`src/rtl/trip_pkg.sv`:
```
package trip_pkg;

    localparam int GROUP_LEN = 3;
    localparam int PHASE_W   = $clog2(GROUP_LEN);
    localparam logic [PHASE_W-1:0] LAST_PHASE = PHASE_W'(GROUP_LEN - 1);

    // Reduced machine classes: how many zeros in a row were just seen.
    typedef enum logic [1:0] {
        CLS_START    = 2'b00,
        CLS_ONE_ZERO = 2'b01,
        CLS_TWO_ZERO = 2'b10
    } cls_e;

    typedef struct packed {
        logic [PHASE_W-1:0] phase;
        logic               live;
    } frame_t;

    function automatic cls_e cls_next(cls_e cur, logic b);
        if (b) return CLS_START;
        case (cur)
            CLS_START:    return CLS_ONE_ZERO;
            CLS_ONE_ZERO: return CLS_TWO_ZERO;
            default:      return CLS_TWO_ZERO;
        endcase
    endfunction

    function automatic logic cls_out(cls_e cur, logic b);
        return (cur == CLS_TWO_ZERO) && b;
    endfunction

endpackage

```
`src/rtl/trip_phase.sv`:
```
module trip_phase
    import trip_pkg::*;
(
    input  logic               clk,
    input  logic               rst,
    input  logic               adv,
    output logic [PHASE_W-1:0] phase,
    output logic               last
);
    logic [PHASE_W-1:0] phase_q;

    always_ff @(posedge clk) begin
        if (rst)
            phase_q <= '0;
        else if (adv)
            phase_q <= (phase_q == LAST_PHASE) ? '0 : phase_q + 1'b1;
    end

    assign phase = phase_q;
    assign last  = (phase_q == LAST_PHASE);

    // idle cycles keep the position
    a_r5_phase_hold: assert property (@(posedge clk) disable iff (rst)
        !adv |=> $stable(phase_q));

    // after the third bit the next group starts at position 0
    a_r4_wrap: assert property (@(posedge clk) disable iff (rst)
        (adv && last) |=> (phase_q == '0));
endmodule

```
`src/rtl/trip_framed_core.sv`:
```
module trip_framed_core
    import trip_pkg::*;
(
    input  logic               clk,
    input  logic               rst,
    input  logic               adv,
    input  logic               b,
    input  logic [PHASE_W-1:0] phase,
    input  logic               last,
    output logic               hit
);
    frame_t st_q;
    logic   live_d;

    always_comb begin
        if (phase == '0)
            live_d = ~b;
        else
            live_d = st_q.live & ~b;
    end

    always_ff @(posedge clk) begin
        if (rst)
            st_q <= '{phase: '0, live: 1'b0};
        else if (adv)
            st_q <= '{phase: phase, live: live_d};
    end

    assign hit = adv && last && st_q.live && b;

    // a hit is only ever raised on the last position of a group
    a_r6_hit_on_last: assert property (@(posedge clk) disable iff (rst)
        hit |-> last);
endmodule

```
`src/rtl/trip_reduced_core.sv`:
```
module trip_reduced_core
    import trip_pkg::*;
(
    input  logic clk,
    input  logic rst,
    input  logic adv,
    input  logic b,
    output logic hit
);
    cls_e cls_q;

    always_ff @(posedge clk) begin
        if (rst)
            cls_q <= CLS_START;
        else if (adv)
            cls_q <= cls_next(cls_q, b);
    end

    assign hit = adv && cls_out(cls_q, b);

    // idle cycles keep the class
    a_r5_cls_hold: assert property (@(posedge clk) disable iff (rst)
        !adv |=> $stable(cls_q));

    // only three states are ever occupied
    a_r7_three_states: assert property (@(posedge clk) disable iff (rst)
        cls_q != 2'b11);

    // any accepted one returns the machine to the start class
    a_r7_one_restarts: assert property (@(posedge clk) disable iff (rst)
        (adv && b) |=> (cls_q == CLS_START));
endmodule

```
`src/rtl/trip_detect.sv`:
```
module trip_detect
    import trip_pkg::*;
#(
    parameter bit PAD_ZERO = 1'b1
) (
    input  logic clk,
    input  logic rst,
    input  logic bit_vld,
    input  logic bit_in,
    output logic hit
);
    logic core_hit;

    generate
        if (PAD_ZERO) begin : g_framed
            logic [PHASE_W-1:0] phase;
            logic               last;

            trip_phase u_phase (
                .clk   (clk),
                .rst   (rst),
                .adv   (bit_vld),
                .phase (phase),
                .last  (last)
            );

            trip_framed_core u_core (
                .clk   (clk),
                .rst   (rst),
                .adv   (bit_vld),
                .b     (bit_in),
                .phase (phase),
                .last  (last),
                .hit   (core_hit)
            );
        end else begin : g_reduced
            trip_reduced_core u_core (
                .clk (clk),
                .rst (rst),
                .adv (bit_vld),
                .b   (bit_in),
                .hit (core_hit)
            );
        end
    endgenerate

    assign hit = core_hit & ~rst;

    // a hit is only raised on an accepted one
    a_r2_hit_on_one: assert property (@(posedge clk) disable iff (rst)
        hit |-> (bit_vld && bit_in));
endmodule

```
`config.mk`:
```
export PLATFORM = sky130hd
export DESIGN_NAME = trip_detect
export DESIGN_NICKNAME = d
export VERILOG_FILES = /design/src/rtl/trip_pkg.sv /design/src/rtl/trip_phase.sv /design/src/rtl/trip_framed_core.sv /design/src/rtl/trip_reduced_core.sv /design/src/rtl/trip_detect.sv
export SDC_FILE = /design/constraint.sdc
export NUM_CORES = 1
export LEC_CHECK = 0
export ABC_AREA = 1
export ABC_CLOCK_PERIOD_IN_PS = 900
export BUFFER_PORTS_ARGS = -buffer_cell sky130_fd_sc_hd__clkbuf_2
export CAP_MARGIN = 40
export CORE_AREA = 2 2 39 41
export DETAILED_ROUTE_END_ITERATION = 16
export DIE_AREA = 0 0 41 43
export GPL_ROUTABILITY_DRIVEN = 0
export PLACE_DENSITY = 0.3
export SKIP_CTS_REPAIR_TIMING = 1
export SLEW_MARGIN = 20
export SYNTH_ARGS = -nofsm -noshare
export SYNTH_HDL_FRONTEND = slang
export SYNTH_SLANG_ARGS = --single-unit
```
`constraint.sdc`:
```
create_clock -name clk -period 0.9 [get_ports clk]
set_input_delay 0.09 -clock clk [delete_from_list [all_inputs] [get_ports clk]]
set_output_delay 0.09 -clock clk [all_outputs]
set_load 0.02 [all_outputs]
```
==> Word-level counts from Yosys, hierarchy flattened <==
Index checks and enable logic that the tools add are counted.
{ "word_totals": {"register_bits": 3, "elab_cells": 14} }
{ "classes": {"eq_ne": 1, "bitwise_logic": 4, "n_reduce_logical": 4, "n_addsub": 1, "n_mux": 2} }
{ "op_table": {"columns": ["cell", "n"], "rows": [
  ["$logic_and 1x1->1", 3],
  ["$add 2x1->2 const B", 1],
  ["$and 1x1->1", 2],
  ["$eq 2x2->1 const B", 1],
  ["$logic_not 2->1", 1],
  ["$mux 2", 1],
  ["$not 1->1", 2],
  ["$mux 1", 1]
]} }

==> Longest topological paths before layout <==
{ "logic_depth": {"word_depth": 5, "mapped_depth": 3} }

==> Hierarchy <==
Synthesis repeated with hierarchy kept, for this count alone.
{ "unflattened": {"cells_unflattened": 26, "area_unflattened_um2": 167.7} }
{ "by_module_without_submodules": {"columns": ["mod", "seq_area_each_um2", "instances", "area_per_inst_um2", "cells_per_inst"], "rows": [
  ["trip_phase", 40.0, 1, 93.8, 13],
  ["trip_framed_core", 20.0, 1, 63.8, 11],
  ["trip_detect", 0.0, 1, 10.0, 2]
]} }

==> Worst setup path before layout <==
Ideal clock, no wire load.
{ "synth_path": {"path_kind": "flip-flop to output port", "start": "register g_framed.u_phase.phase_q[0] (netlist: g_framed.u_phase.phase[0])", "end": "output port hit", "path_stages_with_launch": 4, "t_arrival_ps": 750, "path_slack_ps": 60, "cell_sequence": "dfxtp_1 > nor2_1 > nand3_1 > nor2_1"} }
{ "synth_via": {"elab_chain_cells": 5} }
{ "synth_lines": {"columns": ["item", "line", "rtl"], "rows": [
  ["start, declared", "trip_phase.sv:10", "logic [PHASE_W-1:0] phase_q;"],
  ["start signal, assigned", "trip_phase.sv:16", "phase_q <= (phase_q == LAST_PHASE) ? '0 : phase_q + 1'b1;"],
  ["$eq 2x2->1", "trip_phase.sv:20", "assign last = (phase_q == LAST_PHASE);"],
  ["$logic_and 1x1->1 (3 in series)", "trip_framed_core.sv:29", "assign hit = adv && last && st_q.live && b;"],
  ["$and 1x1->1", "trip_detect.sv:47", "assign hit = core_hit & ~rst;"],
  ["end, declared", "trip_detect.sv:10", "output logic hit"]
]} }
No other way between the ends.

==> Worst setup path after layout <==
Ends and elaborated chain as after synthesis.

==> impl_metrics.toml <==
[grt]
antenna_found_initial = 0
grt_pass1_wl_um = 441
grt_usage_pct = 4.51
grt_pass1_vias = 129
grt_max_degree = 5
overflow = 0

[clocking]
cts_root_buf = "clkbuf_4"
cts-buffers-inserted = 3
htreeDepth = 1
clk_latency_ps = 230
cts_sinks = 3
cts_tree = "done"
clkTransAtPathRegs_ps = 40
clock_path_buffers = 2

[route]
drc = 0
avgViaCountPerCell = 3.27
first_pass_iters = 4
wire_per_inst_um = 6.93
drtAntennaViolNets = 0
wl_um = 312
drt-initial-drc-count = 2
num_vias = 147

[logic_synthesis]
netlist_instances = 20
syn_nets = 24
synth_area_um2 = 130
yosysSeqAreaShare_pct = 46.2
ys_ff_latch = 3
synth.distinct_cells = 6
yosysWarnings = 0
avgSynthCellArea_um2 = 6.51

[final_layout]
antennaDiodeCount = 0
nets = 34
synthToLayoutAreaGrowth_pct = 59.6
utilization_pct = 15.0
drive_gt1_share_pct = 31.0
final_area_um2 = 208

[sta]
clock_skew_ps = 0.0973
fin_crit_sh_pct = 115
worst_pin_slew_ps = 133
rsz0062_at_grt = "true"
hold_viol_final = 0
whs_ps = 70.9
setup_viol = 1
fmax_mhz = 969
slew_violations = 0
min_period_ps = 1030
maxSlewHeadroom_pct = 91.1
layout_setup_ws_ps = -132

[critical_path]
cp_max_fo = 3
r2r_end = "g_framed.u_phase.phase[0]"
rrSetupSlack_ps = 80
critPathKind = "reg -> out"
cp-start-kind = "flip-flop"
r2r_start = "g_framed.u_phase.phase[0]"
cp_data_arrival_time_ps = 940
crit_chain = "nor2_1 -> nand3_1 -> nor2_1 -> buf_4"
cp-end-kind = "output port"
rr_worst_depth = 4
crit_path_top_delay_cell = "dfxtp_2"
cpMostUsedCell = "nor2_1"
required_ps = 810
cp_slowest_stage_delay_ps = 310

[min_path]
min_path_type = "in -> reg"
hold_end = "g_framed.u_phase.phase[0]"
hold_depth = 2
worst_hold_startpoint = "rst"

[floorplanning]
die_area_um2 = 1760
io-pin-count = 5
rows = 14
die_w_um = 41
coreArea_um2 = 1380
initial_utilization_pct = 9.40
die_h_um = 43

[place]
placed_area_um2 = 170
numPortBuffers = 4

[power_and_ir_drop]
power.density_nw_per_um2 = 2030
ir_drop_mv = 0.306
p_leak_nw = 0.0961
fin_total_pwr_mw = 0.422

[outcome]
violations = "setup timing"
status = "finished, violations left"

[run]
drv_cap = 0
-- per-stage QoR --
step,setup slack (ps),cells,TNS (ps)
5_1_grt,-203,45,-203
4_1_cts,-195,44,-195
3_3_place_gp,67.0,40,0
6_report,-132,45,-132
3_5_place_dp,57.7,40,0
2_1_floorplan,60.0,20,0
-- state kept, by name (all words and copies together) (netlist names) --
name,cells
g_framed.u_core.st_q,1
g_framed.u_phase.phase,2
-- kinds of logic (layout without fill, tap and decap cells) --
logic type	Yosys count	count (layout)	synth area share, %
and+or+nand+nor	10	10	30.8
buffers and inverters	4	13	11.5
AOI/OAI and AO/OA	3	3	11.5
DFF	3	3	46.2
-- layout make-up --
class,instances,area (um^2)
Clock buffer,4,26.3
Sequential cell,3,61.3
Fill cell,175,1180
Timing Repair Buffer,5,30.0
Tap cell,16,20.0
Inverter,4,15.0
Multi-Input combinational cell,13,55.1
-- power by group --
part / switching [mW] / leakage (nW) / internal [mW]
combinational: 0.0197 / 0.0561 / 0.0183
clock: 0.0678 / 0.0150 / 0.166
sequential: 0.00610 / 0.0250 / 0.144
total: 0.0936 / 0.0961 / 0.328
-- critical path: cells and delay by family, from the launching register on --
kind | cells | cell delay, ps
flip-flops | 1 | 310
AND/OR/NAND/NOR | 3 | 260
buffers and inverters | 1 | 140
-- worst max path at each step --
stage | from | endpoint | slack (ps) | cells after the start
final | g_framed.u_phase.phase[0] | hit | -130 | 4
after global routing | g_framed.u_phase.phase[0] | hit | -200 | 4
after CTS | g_framed.u_phase.phase[0] | hit | -190 | 4
after detailed placement | g_framed.u_phase.phase[0] | hit | 60 | 4
after global placement | g_framed.u_phase.phase[0] | hit | 70 | 4
after floorplan | g_framed.u_phase.phase[0] | hit | 60 | 3
-- cell usage after synthesis (all sizes together) --
| master | count | area, um^2 |
|---|---|---|
| nand2 | 5 | 18.8 |
| inv | 4 | 15.0 |
| nor2 | 3 | 11.3 |
| nand3 | 2 | 10.0 |
| a21oi | 3 | 15.0 |
| dfxtp | 3 | 60.1 |
-- cell usage in the layout (no fill, tap or decap), drive strengths merged --
master  instances
nor2            3
dfxtp           3
buf             2
clkbuf          7
nand2           5
inv             4
nand3           2
a21oi           3
-- per-layer routing --
metal	GRT usage (%)	routed length, um	up-vias
li1	-	-	80
met5	0	0	-
met2	4.69	146	5
met3	4.71	37	0
met4	6.00	0	0
met1	3.85	128	62
(Power assumes the default switching activity.)
